<file path="src/rtl/dsr_pkg.sv">
package dsr_pkg;
  localparam int REG_W     = 8;
  localparam int BIT_ACT   = 0;
  localparam int BIT_ERR   = 1;
  localparam int BIT_IRQ   = 2;
  localparam int BIT_CAP0  = 5;
  localparam int BIT_CAP1  = 6;
  localparam int NUM_EVT   = 2;
  localparam int NUM_CAP   = 2;
  localparam int NUM_LVL   = 2;
  localparam int LVL_IRQ   = 0;
  localparam int LVL_START = 1;

  // event slot -> register bit position
  function automatic int evt_pos(input int idx);
    return (idx == 0) ? BIT_ERR : BIT_IRQ;
  endfunction

  function automatic int cap_pos(input int idx);
    return (idx == 0) ? BIT_CAP0 : BIT_CAP1;
  endfunction
endpackage

</file>
<file path="src/rtl/dsr_rst_sync.sv">
module dsr_rst_sync #(
  parameter int STAGES = 2
) (
  input  logic clk,
  input  logic rst_n,
  output logic rst_sync_n
);
  logic [STAGES-1:0] chain_q;
  logic [STAGES-1:0] chain_d;

  always_comb begin
    chain_d = {chain_q[STAGES-2:0], 1'b1};
  end

  always_ff @(posedge clk or negedge rst_n) begin
    if (!rst_n) chain_q <= '0;
    else        chain_q <= chain_d;
  end

  assign rst_sync_n = chain_q[STAGES-1];
endmodule

</file>
<file path="src/rtl/dsr_edge_det.sv">
module dsr_edge_det #(
  parameter logic HIST_RST = 1'b1
) (
  input  logic clk,
  input  logic rst_n,
  input  logic lvl_in,
  output logic rise,
  output logic fall
);
  logic hist_q;
  logic hist_d;

  always_comb begin
    hist_d = lvl_in;
  end

  always_ff @(posedge clk or negedge rst_n) begin
    if (!rst_n) hist_q <= HIST_RST;
    else        hist_q <= hist_d;
  end

  assign rise = lvl_in & ~hist_q;
  assign fall = ~lvl_in & hist_q;
endmodule

</file>
<file path="src/rtl/dsr_w1c_bit.sv">
module dsr_w1c_bit (
  input  logic clk,
  input  logic rst_n,
  input  logic set_evt,
  input  logic clr_wr,
  output logic q
);
  logic q_d;
  logic q_en;

  always_comb begin
    q_en = set_evt | clr_wr;
    // a set in the same cycle as a clear wins
    q_d  = set_evt ? 1'b1 : 1'b0;
  end

  always_ff @(posedge clk or negedge rst_n) begin
    if (!rst_n)    q <= 1'b0;
    else if (q_en) q <= q_d;
  end
endmodule

</file>
<file path="src/rtl/dsr_active_trk.sv">
module dsr_active_trk (
  input  logic clk,
  input  logic rst_n,
  input  logic start_rise,
  input  logic start_fall,
  input  logic eot_done,
  output logic active
);
  logic act_d;
  logic act_en;

  always_comb begin
    act_en = start_rise | start_fall | eot_done;
    if (start_rise) act_d = 1'b1;
    else            act_d = 1'b0;
  end

  always_ff @(posedge clk or negedge rst_n) begin
    if (!rst_n)      active <= 1'b0;
    else if (act_en) active <= act_d;
  end
endmodule

</file>
<file path="src/rtl/dma_chan_status.sv">
module dma_chan_status
  import dsr_pkg::*;
#(
  parameter int SYNC_STAGES = 2
) (
  input  logic             clk,
  input  logic             rst_n,
  input  logic             reg_wr_en,
  input  logic [REG_W-1:0] reg_wdata,
  output logic [REG_W-1:0] reg_rdata,
  input  logic             dev_irq,
  input  logic             bus_abort,
  input  logic             cmd_start,
  input  logic             eot_done
);
  logic               rst_sync_n;
  logic [NUM_LVL-1:0] lvl_in;
  logic [NUM_LVL-1:0] lvl_rise;
  logic [NUM_LVL-1:0] lvl_fall;
  logic [NUM_EVT-1:0] evt_set;
  logic [NUM_EVT-1:0] evt_clr;
  logic [NUM_EVT-1:0] evt_q;
  logic [NUM_CAP-1:0] cap_q;
  logic [NUM_CAP-1:0] cap_d;
  logic               cap_en;
  logic               act_q;
  logic               unused_sig;

  dsr_rst_sync #(.STAGES(SYNC_STAGES)) u_rst_sync (
    .clk        (clk),
    .rst_n      (rst_n),
    .rst_sync_n (rst_sync_n)
  );

  assign lvl_in[LVL_IRQ]   = dev_irq;
  assign lvl_in[LVL_START] = cmd_start;

  generate
    for (genvar g = 0; g < NUM_LVL; g++) begin : g_edge
      dsr_edge_det #(.HIST_RST(1'b1)) u_edge (
        .clk    (clk),
        .rst_n  (rst_sync_n),
        .lvl_in (lvl_in[g]),
        .rise   (lvl_rise[g]),
        .fall   (lvl_fall[g])
      );
    end
  endgenerate

  assign evt_set[0] = bus_abort;
  assign evt_set[1] = lvl_rise[LVL_IRQ];

  generate
    for (genvar e = 0; e < NUM_EVT; e++) begin : g_evt
      assign evt_clr[e] = reg_wr_en & reg_wdata[evt_pos(e)];
      dsr_w1c_bit u_bit (
        .clk     (clk),
        .rst_n   (rst_sync_n),
        .set_evt (evt_set[e]),
        .clr_wr  (evt_clr[e]),
        .q       (evt_q[e])
      );
    end
  endgenerate

  always_comb begin
    cap_en = reg_wr_en;
    for (int c = 0; c < NUM_CAP; c++) cap_d[c] = reg_wdata[cap_pos(c)];
  end

  always_ff @(posedge clk or negedge rst_sync_n) begin
    if (!rst_sync_n)  cap_q <= '0;
    else if (cap_en)  cap_q <= cap_d;
  end

  dsr_active_trk u_act (
    .clk        (clk),
    .rst_n      (rst_sync_n),
    .start_rise (lvl_rise[LVL_START]),
    .start_fall (lvl_fall[LVL_START]),
    .eot_done   (eot_done),
    .active     (act_q)
  );

  always_comb begin
    reg_rdata          = '0;
    reg_rdata[BIT_ACT] = act_q;
    for (int e = 0; e < NUM_EVT; e++) reg_rdata[evt_pos(e)] = evt_q[e];
    for (int c = 0; c < NUM_CAP; c++) reg_rdata[cap_pos(c)] = cap_q[c];
  end

  assign unused_sig = ^{reg_wdata[7], reg_wdata[4:3], reg_wdata[0], lvl_fall[LVL_IRQ]};
endmodule

</file>
<file path="config.mk">
export PLATFORM = sky130hd
export DESIGN_NAME = dma_chan_status
export DESIGN_NICKNAME = d
export VERILOG_FILES = /design/src/rtl/dsr_pkg.sv /design/src/rtl/dsr_rst_sync.sv /design/src/rtl/dsr_edge_det.sv /design/src/rtl/dsr_w1c_bit.sv /design/src/rtl/dsr_active_trk.sv /design/src/rtl/dma_chan_status.sv
export SDC_FILE = /design/constraint.sdc
export NUM_CORES = 1
export LEC_CHECK = 0
export BUFFER_PORTS_ARGS = -buffer_cell sky130_fd_sc_hd__buf_4
export CELL_PAD_IN_SITES_DETAIL_PLACEMENT = 1
export CELL_PAD_IN_SITES_GLOBAL_PLACEMENT = 2
export CORE_UTILIZATION = 24
export CTS_CLUSTER_SIZE = 40
export DETAILED_ROUTE_END_ITERATION = 8
export PLACE_DENSITY = 0.79
export SYNTH_ARGS = -nofsm -noshare
export SYNTH_HDL_FRONTEND = slang
export SYNTH_SLANG_ARGS = --single-unit
export TNS_END_PERCENT = 50
</file>
<file path="constraint.sdc">
create_clock -name clk -period 0.93 [get_ports clk]
set_clock_uncertainty 0.1 [all_clocks]
set_input_delay 0.0465 -clock clk [delete_from_list [all_inputs] [get_ports clk]]
set_output_delay 0.0465 -clock clk [all_outputs]
set_load 0.01 [all_outputs]
</file>
==> summary.md, run 1 <==
| Metric | Value |
|---|---|
| FP Rows | `13` |
| Critical path's slowest cell | `dfstp_2` |
| Post-synthesis sequential area ratio | `0.607` |
| Type of destination of the critical path | `flip-flop` |
| Diode count | `0` |
| CP startpoint kind | `flip-flop` |
| Multi-input gate area | `115 um2` |
| Worst-path clk slew | `about 0.06 ns` |
| Max-capacitance violation count | `0` |
| Netlist cell types | `13` |
| Mapped Area | `375 um2` |
| Area growth, synth to finish | `62.3%` |
| Fillers | `roughly 140` |
| Class of the most critical setup path | `flip-flop to flip-flop` |
| Finished Cell Area | `between 600 and 700 um2` |
| Final nets | `68` |
| Yosys reg bits | `9` |
| PD cells | `between 1000 and 1500 mW/mm2` |
| Clk root buf | `clkbuf_4` |
| Num Clock Sinks | `9` |
| Worst EP arrival | `~1.4 ns` |
| Status | `finished, violations left` |
| Area after DPL | `482 um2` |
| Post-CTS Setup Bufs | `0` |
| Leak Pwr | `just over 0.3 nW` |
| I/O Pins | `23` |
| Final wirelength | `679 um` |
| Antenna Nets Post-Route | `0` |
| Largest net degree at the start of global routing | `8` |
| DR WL/cell | `between 10 and 15 um` |
| Core ar. | `about 0.0014 mm2` |
| Initial DRC count | `0` |
| Fin crit share | `1.47` |
| Vias | `between 200 and 300` |
| First-pass GRT wire length | `roughly 1200 um` |
| Hpwl dp | `487 um` |
| Cts hold-fix bufs | `8` |
| Clock Latency Late Sink | `between 0.2 and 0.3 ns` |
| Reg2Reg Setup Slack | `-0.43 ns` |
| CP required | `a little under 1 ns` |
| Setup Slack @ Placement | `-0.439 ns` |
| RSZ-0062 raised after global routing | `yes` |
| Chip height | `approximately 42 um` |
| Tightest Hold Check Type | `primary input to flip-flop` |
| # setup viols final | `2` |
| Final-report max-slew violation count | `0` |
| Layout cell share with drive strength beyond 1 | `0.510` |
| Crit Path Max Fanout | `1` |
| F_max | `733 MHz` |
| GRT Util Overall | `0.0926` |
| Buffers on Ports | `15` |
| TritonCTS clock tree | `done` |
| DR vias/cell | `a little over 4` |
| Syn Inst Count | `28` |
| CP cell instances | `inv_2, ha_4, nand2b_4, mux2_4` |
| Maximum root-to-sink buffer count | `2` |
| WHS | `-0.0825 ns` |
| Initial antenna violation count | `0` |
| Sequential cell area | `~230 um2` |
| Final hold violations | `2` |
| Starting Density | `0.271` |
| Final setup margin | `-0.434 ns` |
| Syn Area/Cell | `about 13 um2` |
| Worst path bufs/invs | `1` |
| Die area | `approximately 0.0017 mm2` |
| Peak VDD IR | `0.704 mV` |
| Initial DRT Pass Iterations | `1` |
| DRC Markers | `0` |
| H-tree levels | `1` |
| Grt ovf | `0` |
| CP delay by family, top | `flip-flops` |
| Failing checks | `hold timing, setup timing` |
| Min Tclk post-route | `around 1.4 ns` |
| Die width | `just over 40 um` |
| Placer Congestion | `0.607` |
| Vias in the first global route | `a little under 300` |
| Critical path's largest stage delay | `~0.52 ns` |
| CTS Buf Count | `3` |
| Ys Warns | `0` |
-- state kept, by name, summed over array words and instances, names as in the netlist --
signal                count
g_edge.u_edge.hist_q      2
u_act.active              1
u_rst_sync.chain_q        2
cap_q                     2
g_evt.u_bit.q             2
-- layer usage --
metal / track usage / part of all wire
met5: 0 / 0
met4: 0.0581 / 0
met3: 0.0304 / 0.057
met2: 0.156 / 0.50
met1: 0.0981 / 0.44
-- placed cells by master (no fill, tap or decap), types with 2 or more instances in the layout --
cell,count
conb_1,4
dfstp_2,2
inv_2,2
buf_4,10
dfrtp_1,7
nand2_1,2
dlygate4sd3_1,7
clkbuf_4,3
buf_6,5
-- timing repair --
item / CTS / global route
resized for setup: 5 / 2
gates cloned: 0 / 0
setup endpoints to repair: 6 / 8
hold endpoints to repair: 8 / 2
pin swaps: 1 / 0
-- worst register-to-register path, stage by stage, from the launching register on --
cell and delay [ns]:
dfstp_2 0.52, inv_2 0.04, ha_4 0.26, nand2b_4 0.05, mux2_4 0.28
-- report_power, final --
group / internal, W / switching, W
sequential: 0.000425 / 0.0000225
combinational: 0.000116 / 0.0000543
clock: 0.000164 / 0.000123
-- stage by stage --
stage | setup TNS [ns] | util | power [W] | std cells
final | -0.455 | 0.441 | 0.000905 | 66
after global routing | -0.598 | 0.441 | 0.000970 | 66
after CTS | -0.482 | 0.436 | 0.000924 | 66
after detailed placement | -0.477 | 0.348 | 0.000583 | 54
after global placement | -0.446 | 0.348 | 0.000579 | 54
after floorplan | -0.429 | - | 0.000529 | 30
-- cell usage after synthesis --
cell type / n / area, um2
mux2_1: 1 / 11.3
nand2_1: 2 / 7.51
dfstp_2: 2 / 52.6
a21o_1: 1 / 7.51
nand2b_4: 1 / 13.8
inv_1: 2 / 7.51
a22o_1: 1 / 8.76
mux2_2: 1 / 11.3
conb_1: 2 / 7.51
ha_1: 1 / 12.5
buf_4: 6 / 45.0
dfrtp_1: 7 / 175
mux2_4: 1 / 15.0
-- final timing paths --
kind,cells after the start,endpoint,from
setup reg to reg,4,u_act.active$_DFFE_PN0P_,g_edge[1].u_edge.hist_q$_DFF_PN1_
min in group asynchronous,0,cap_q[1]$_DFFE_PN0P_,u_rst_sync.chain_q[1]$_DFF_PN0_
hold reg to reg,0,cap_q[1]$_DFFE_PN0P_,u_rst_sync.chain_q[1]$_DFF_PN0_
max in group asynchronous,3,u_rst_sync.chain_q[1]$_DFF_PN0_,rst_n
hold / removal,2,cap_q[0]$_DFFE_PN0P_,reg_wdata[5]
setup / recovery,4,u_act.active$_DFFE_PN0P_,g_edge[1].u_edge.hist_q$_DFF_PN1_
-- cell type report --
type | instances | area share
clock buffers | 4 | 0.0431
multi-input cells | 13 | 0.189
repair buffers | 23 | 0.351
flip-flops and latches | 9 | 0.374
inverters | 2 | 0.0123
well taps | 15 | 0.0308
-- logic make-up after synthesis --
family | after synthesis | share of synthesized area
AND/OR/NAND/NOR | 3 | 0.0567
flip-flops | 9 | 0.607
multiplexers | 3 | 0.100
buffers and inverters | 8 | 0.140
AO/OA/AOI/OAI | 2 | 0.0433
adder cells (fa/ha/maj) | 1 | 0.0333
other | 2 | 0.0200
No activity file was read; power rests on OpenSTA's default activity.
==> run 2, diff against run 1 <==
--- a/config.mk
+++ b/config.mk
@@ -13,5 +13,6 @@
 export DETAILED_ROUTE_END_ITERATION = 8
-export PLACE_DENSITY = 0.79
+export PLACE_DENSITY = 0.8
 export SYNTH_ARGS = -nofsm -noshare
 export SYNTH_HDL_FRONTEND = slang
+export SYNTH_HIERARCHICAL = 1
 export SYNTH_SLANG_ARGS = --single-unit
==> constraint.sdc (replaced) <==
create_clock -name clk -period 0.93 [get_ports clk]
set_clock_uncertainty 0.1 [all_clocks]
set_input_delay 0.1395 -clock clk [delete_from_list [all_inputs] [get_ports clk]]
set_output_delay 0.1395 -clock clk [all_outputs]
set_load 0.01 [all_outputs]
==> run 2 against run 1 <==
Compared with the run above:
- the flow finishes with violations (setup timing)
- via count down 1.1%
- sequential cell count unchanged
- fmax up 23%
- critical path depth down 1
- core utilization down 1.7 points
- hold slack better by 0.083 ns
- sequential share of layout area up 2.5 points
- largest cell class unchanged
- largest power group unchanged
- highest routed layer is now met4
==> summary.md, run 2 <==
| Metric | Value |
|---|---|
| Worst-path clk slew | `0.06 ns (about the same)` |
| Syn Inst Count | `28 (unchanged)` |
| Die width | `40.8 um (-1.9%)` |
| Final wirelength | `668 um (-1.6%)` |
| CTS Buf Count | `3 (unchanged)` |
| Met2 Track Usage GR | `0.183 (+0.0263)` |
| Final hold violations | `0 (-2)` |
| Fin crit share | `1.19 (-0.273)` |
| Ys Warns | `6 (+6)` |
| Status | `finished, violations left` |
| Crit Path Max Fanout | `2 (+1)` |
| F_max | `901 MHz (+23%)` |
| Syn Area/Cell | `12.9 um2 (-4.0%)` |
| Setup TNS | `-0.569 ns (-0.114 ns)` |
| Multi-input gate area | `105 um2 (-8.7%)` |
| Initial DRT Pass Iterations | `2 (+1)` |
| Finished Cell Area | `572 um2 (-6.2%)` |
| DRC Markers | `0 (unchanged)` |
| Area after DPL | `469 um2 (-2.6%)` |
| RSZ-0062 raised after global routing | `yes` |
| Mapped Area | `360 um2 (-4.0%)` |
| Vias | `265 (-1.1%)` |
| Antenna Nets Post-Route | `0 (unchanged)` |
| Initial antenna violation count | `0 (unchanged)` |
| Placer Congestion | `0.701 (+15%)` |
| Gr busiest metal | `met2` |
| Area growth, synth to finish | `58.7%` |
| Maximum root-to-sink buffer count | `2 (unchanged)` |
| Reg2Reg Setup Slack | `-0.18 ns (+0.25 ns)` |
| Diode count | `0 (unchanged)` |
| Initial DRC count | `1 (+1)` |
| DR vias/cell | `4.02 (-1.1%)` |
| Fin util | `0.424 (-0.0172)` |
| Final setup margin | `-0.180 ns (+0.254 ns)` |
| Buffers on Ports | `15 (unchanged)` |
| Met3 usage | `0.0815 (+0.0511)` |
| GR Layer Usage met1 | `0.0893 (-0.00875)` |
| Clk root buf | `clkbuf_4` |
| Core ar. | `0.00135 mm2 (-2.4%)` |
| Vias in the first global route | `276 (-5.2%)` |
| FP Rows | `13 (unchanged)` |
| Peak VDD IR | `1.02 mV (+44%)` |
| Fillers | `152 (+5.6%)` |
| GRT Util Overall | `0.110 (+0.0177)` |
| PD cells | `1560 mW/mm2 (+5.0%)` |
| Class of the most critical setup path | `flip-flop to flip-flop` |
| DR WL/cell | `10.1 um (-1.6%)` |
| CP required | `0.97 ns (about the same)` |
| Min Tclk post-route | `1.11 ns (-0.254 ns)` |
| Sequential cell area | `228 um2 (unchanged)` |
| Highest-count cells in the layout ignoring fill and taps | `12 x buf_4, 7 x dfrtp_1, 5 x buf_6` |
| Starting Density | `0.267 (-0.00458)` |
| CP startpoint kind | `flip-flop` |
| Chip height | `40.8 um (-1.9%)` |
| Leak Pwr | `0.279 nW (-8.3%)` |
| Worst EP arrival | `1.15 ns (-0.25 ns)` |
| TritonCTS clock tree | `done` |
| Tightest Hold Check Type | `flip-flop to asynchronous set/reset pin` |
| Type of destination of the critical path | `flip-flop` |
| Failing checks | `setup timing` |
| Largest net degree at the start of global routing | `8 (unchanged)` |
| Num Clock Sinks | `9 (unchanged)` |
| Die area | `0.00166 mm2 (-3.8%)` |
| Max-capacitance violation count | `0 (unchanged)` |
| Clock Latency Late Sink | `0.26 ns (about the same)` |
| I/O Pins | `23 (unchanged)` |
| Grt ovf | `0 (unchanged)` |
| Final-report max-slew violation count | `0 (unchanged)` |
| Layout cell share with drive strength beyond 1 | `0.549 (+0.0392)` |
| Pwr Total | `0.000892 W (-1.5%)` |
| Final nets | `67 (-1.5%)` |
| First-pass GRT wire length | `1070 um (-9.9%)` |
| H-tree levels | `1 (unchanged)` |
| # setup viols final | `6 (+4)` |
| Commonest non-fill, non-tap cell in the layout | `buf_4` |
==> run 2: stage by stage <==
stage,instances,worst slack [ns],hold WS (ns)
floorplan,30,-0.141,-0.256
global placement,56,-0.145,-0.177
detailed placement,56,-0.182,-0.176
CTS,64,-0.195,0.00865
global route,66,-0.231,0.00773
finish,66,-0.180,0.000226
==> run 2: final timing paths <==
kind	startpoint	to	depth (start not counted)
worst max-delay path	g_edge[1].u_edge/hist_q$_DFF_PN1_	u_act/active$_DFFE_PN0P_	3
max in group asynchronous	u_rst_sync/chain_q[1]$_DFF_PN0_	g_edge[1].u_edge/hist_q$_DFF_PN1_	0
worst min register to register	u_rst_sync/chain_q[1]$_DFF_PN0_	u_act/active$_DFFE_PN0P_	0
worst min-delay path	u_rst_sync/chain_q[1]$_DFF_PN0_	u_act/active$_DFFE_PN0P_	0
min in group clk	reg_wdata[5]	cap_q[0]$_DFFE_PN0P_	2
worst max register to register	g_edge[1].u_edge/hist_q$_DFF_PN1_	u_act/active$_DFFE_PN0P_	3
==> run 2: worst max-delay path, cell delays in order (launching register included) <==
cell and delay, ns:
dfstp_2 0.52, and2b_2 0.13, nor3b_1 0.04, or2_1 0.21
==> run 2: repair_timing <==
| item | in CTS | in global routing |
|---|---|---|
| pin swaps | 0 | 0 |
| hold buffers | 4 | 0 |
| gates resized for setup | 5 | 1 |
| endpoints found under the setup margin | 6 | 7 |
| hold endpoints to repair | 5 | 0 |
| setup buffers | 0 | 2 |
==> run 2: layout make-up <==
cell class              instances  area share
multi-input cells              15       0.184
flip-flops and latches          9       0.398
repair buffers                 21       0.326
well taps                      15      0.0328
clock buffers                   4      0.0460
inverters                       2      0.0131
==> run 2: where the power goes <==
group / switching, W / leakage (nW) / internal (W)
Sequential: 0.0000213 / 0.101 / 0.000425
Combinational: 0.0000479 / 0.163 / 0.000107
Clock: 0.000126 / 0.0150 / 0.000165
==> run 2: per-layer routing <==
metal,wire length [um],up-vias,share of wire
met5,0,-,0
met2,403,10,0.60
met1,202,129,0.30
li1,-,123,-
met4,13,0,0.019
met3,47,3,0.070
==> run 3, diff against run 2 <==
Settings changed: CORE_UTILIZATION 24 to 20, PLACE_DENSITY 0.8 to 0.72.
Clock period 0.93 ns to 1 ns, I/O delays scaled along.
==> run 3 against run 2 <==
Compared with the run above:
- the flow still finishes with violations (setup timing)
- register-to-register slack better by 0.08 ns
- sequential power is 7.2% lower
- clock-buffer cell count stayed put
- largest power group unchanged
- highest routed layer unchanged
==> summary.md, run 3 (same netlist as run 2, synthesis figures left out) <==
| Metric | Value |
|---|---|
| Status | `finished, violations left` |
| Failing checks | `setup timing` |
| RSZ-0062 raised after global routing | `yes` |
| Highest-count cells in the layout ignoring fill and taps | `11 x buf_4, 7 x dfrtp_1, 5 x buf_6` |
| Type of destination of the critical path | `flip-flop` |
| # setup viols final | `6 (unchanged)` |
| FP Rows | `14 (+1)` |
| Beginning of the critical path | `g_edge[1].u_edge/hist_q$_DFF_PN1_` |
| WHS | `0.00710 ns (+0.00688 ns)` |
| GRT Util Overall | `0.0804 (-0.0298)` |
| R2r startpoint | `g_edge[1].u_edge/hist_q$_DFF_PN1_` |
| H-tree levels | `1 (unchanged)` |
| Die width | `44.4 um (+9.1%)` |
| Grt ovf | `0 (unchanged)` |
| Diode count | `0 (unchanged)` |
| Final-report max-slew violation count | `0 (unchanged)` |
| Placer Congestion | `0.567 (-19%)` |
| Tightest Hold Check Type | `flip-flop to asynchronous set/reset pin` |
| I/O Pins | `23 (unchanged)` |
| Worst-path clk slew | `0.06 ns (about the same)` |
| CP startpoint kind | `flip-flop` |
| Die area | `0.00198 mm2 (+19%)` |
| Final setup margin | `-0.101 ns (+0.0784 ns)` |
| Metal1 wirelength | `248 um (+23%)` |
| Final hold violations | `0 (unchanged)` |
| Fin util | `0.359 (-0.0640)` |
| Class of the most critical setup path | `flip-flop to flip-flop` |
| First-pass GRT wire length | `1020 um (-4.5%)` |
| Layout cell share with drive strength beyond 1 | `0.520 (-0.0290)` |
| Metal3 WL | `67 um (+43%)` |
| DR vias/cell | `3.42 (-15%)` |
| Area growth, synth to finish | `59.0%` |
| Core ar. | `0.00159 mm2 (+18%)` |
| Buffers on Ports | `15 (unchanged)` |
| Fillers | `176 (+16%)` |
| Peak VDD IR | `0.633 mV (-38%)` |
| Commonest non-fill, non-tap cell in the layout | `buf_4` |
| CP required | `1.04 ns (+0.07 ns)` |
| WL met2 | `299 um (-26%)` |
| Setup TNS | `-0.192 ns (+0.377 ns)` |
| Max-capacitance violation count | `0 (unchanged)` |
| DRC Markers | `0 (unchanged)` |
| Vias in the first global route | `235 (-15%)` |
| Finished Layout Cells | `74 (+12%)` |
| PD cells | `1440 mW/mm2 (-7.6%)` |
| CTS Buf Count | `3 (unchanged)` |
| Antenna Nets Post-Route | `0 (unchanged)` |
| Inst Count DP | `65 (+16%)` |
| Initial antenna violation count | `0 (unchanged)` |
| Initial DRT Pass Iterations | `2 (unchanged)` |
| Largest net degree at the start of global routing | `8 (unchanged)` |
| Worst EP arrival | `1.15 ns (about the same)` |
| Vias | `253 (-4.5%)` |
| F_max | `908 MHz (+0.77%)` |
| Crit Path Max Fanout | `2 (unchanged)` |
| TritonCTS clock tree | `done` |
| Min Tclk post-route | `1.10 ns (-0.00845 ns)` |
| Finished Cell Area | `573 um2 (+0.22%)` |
| Initial DRC count | `2 (+1)` |
| Clock Latency Late Sink | `0.26 ns (about the same)` |
| Starting Density | `0.226 (-0.0409)` |
| Num Clock Sinks | `9 (unchanged)` |
| Area after DPL | `480 um2 (+2.4%)` |
| Final wirelength | `627 um (-6.1%)` |
| Fin crit share | `1.10 (-0.0920)` |
| Clk root buf | `clkbuf_4` |
| Top Layer Used | `met4` |
| Final nets | `66 (-1.5%)` |
| Leak Pwr | `0.274 nW (-2.0%)` |
| Maximum root-to-sink buffer count | `2 (unchanged)` |
| DR WL/cell | `8.47 um (-16%)` |
| Chip height | `44.4 um (+9.1%)` |
-- run 3: cell count changes in the layout (fill, tap and decap cells not counted) --
cell,before,now
buf_4,12,11
nor2b_1,1,2
nor2b_2,1,0
-- run 3: critical path: stages, from the launching register on --
cell and delay, ns:
dfstp_2 0.52, and2b_2 0.13, nor3b_1 0.03, or2_1 0.20
-- run 3: routing by layer --
metal  vias to the layer above  global-route usage
met3                         2              0.0735
met1                       118              0.0907
li1                        120                   -
met4                         0              0.0364
met5                         -                   0
met2                        13               0.103
-- run 3: what timing repair did --
item	CTS	global route
setup buffers	0	1
pin swaps	0	0
gates resized for setup	4	1
endpoints found under the hold margin	5	0
hold buffers	4	0
endpoints found under the setup margin	6	6
-- run 3: area by class of cell --
cell class	count	area [um2]	area share
flip-flops and latches	9	228	0.397
repair buffers	20	179	0.312
multi-input cells	15	103	0.179
well taps	24	30.0	0.0524
clock buffers	4	26.3	0.0459
inverters	2	7.51	0.0131
-- run 3: power breakdown --
group          internal (W)  leakage [nW]  switching, W
Combinational     0.0000955         0.158     0.0000421
Sequential         0.000395         0.101     0.0000197
Clock              0.000153        0.0150      0.000120
Total              0.000644         0.274      0.000182
-- run 3: path summary, 6_finish.rpt --
kind	slack (ns)	endpoint	cells after the start
worst max-delay path	-0.10	u_act/active$_DFFE_PN0P_	3
worst min-delay path	0.007	cap_q[0]$_DFFE_PN0P_	0
worst max register to register	-0.10	u_act/active$_DFFE_PN0P_	3
worst min register to register	0.007	cap_q[0]$_DFFE_PN0P_	0
max in group asynchronous	0.52	g_edge[0].u_edge/hist_q$_DFF_PN1_	0
min in group clk	0.03	cap_q[1]$_DFFE_PN0P_	2
-- run 3: stage by stage --
step / total power [W] / setup slack, ns
3_3_place_gp: 0.000525 / -0.0923
4_1_cts: 0.000837 / -0.110
2_1_floorplan: 0.000471 / -0.0709
3_5_place_dp: 0.000527 / -0.100
5_1_grt: 0.000899 / -0.138
6_report: 0.000826 / -0.101
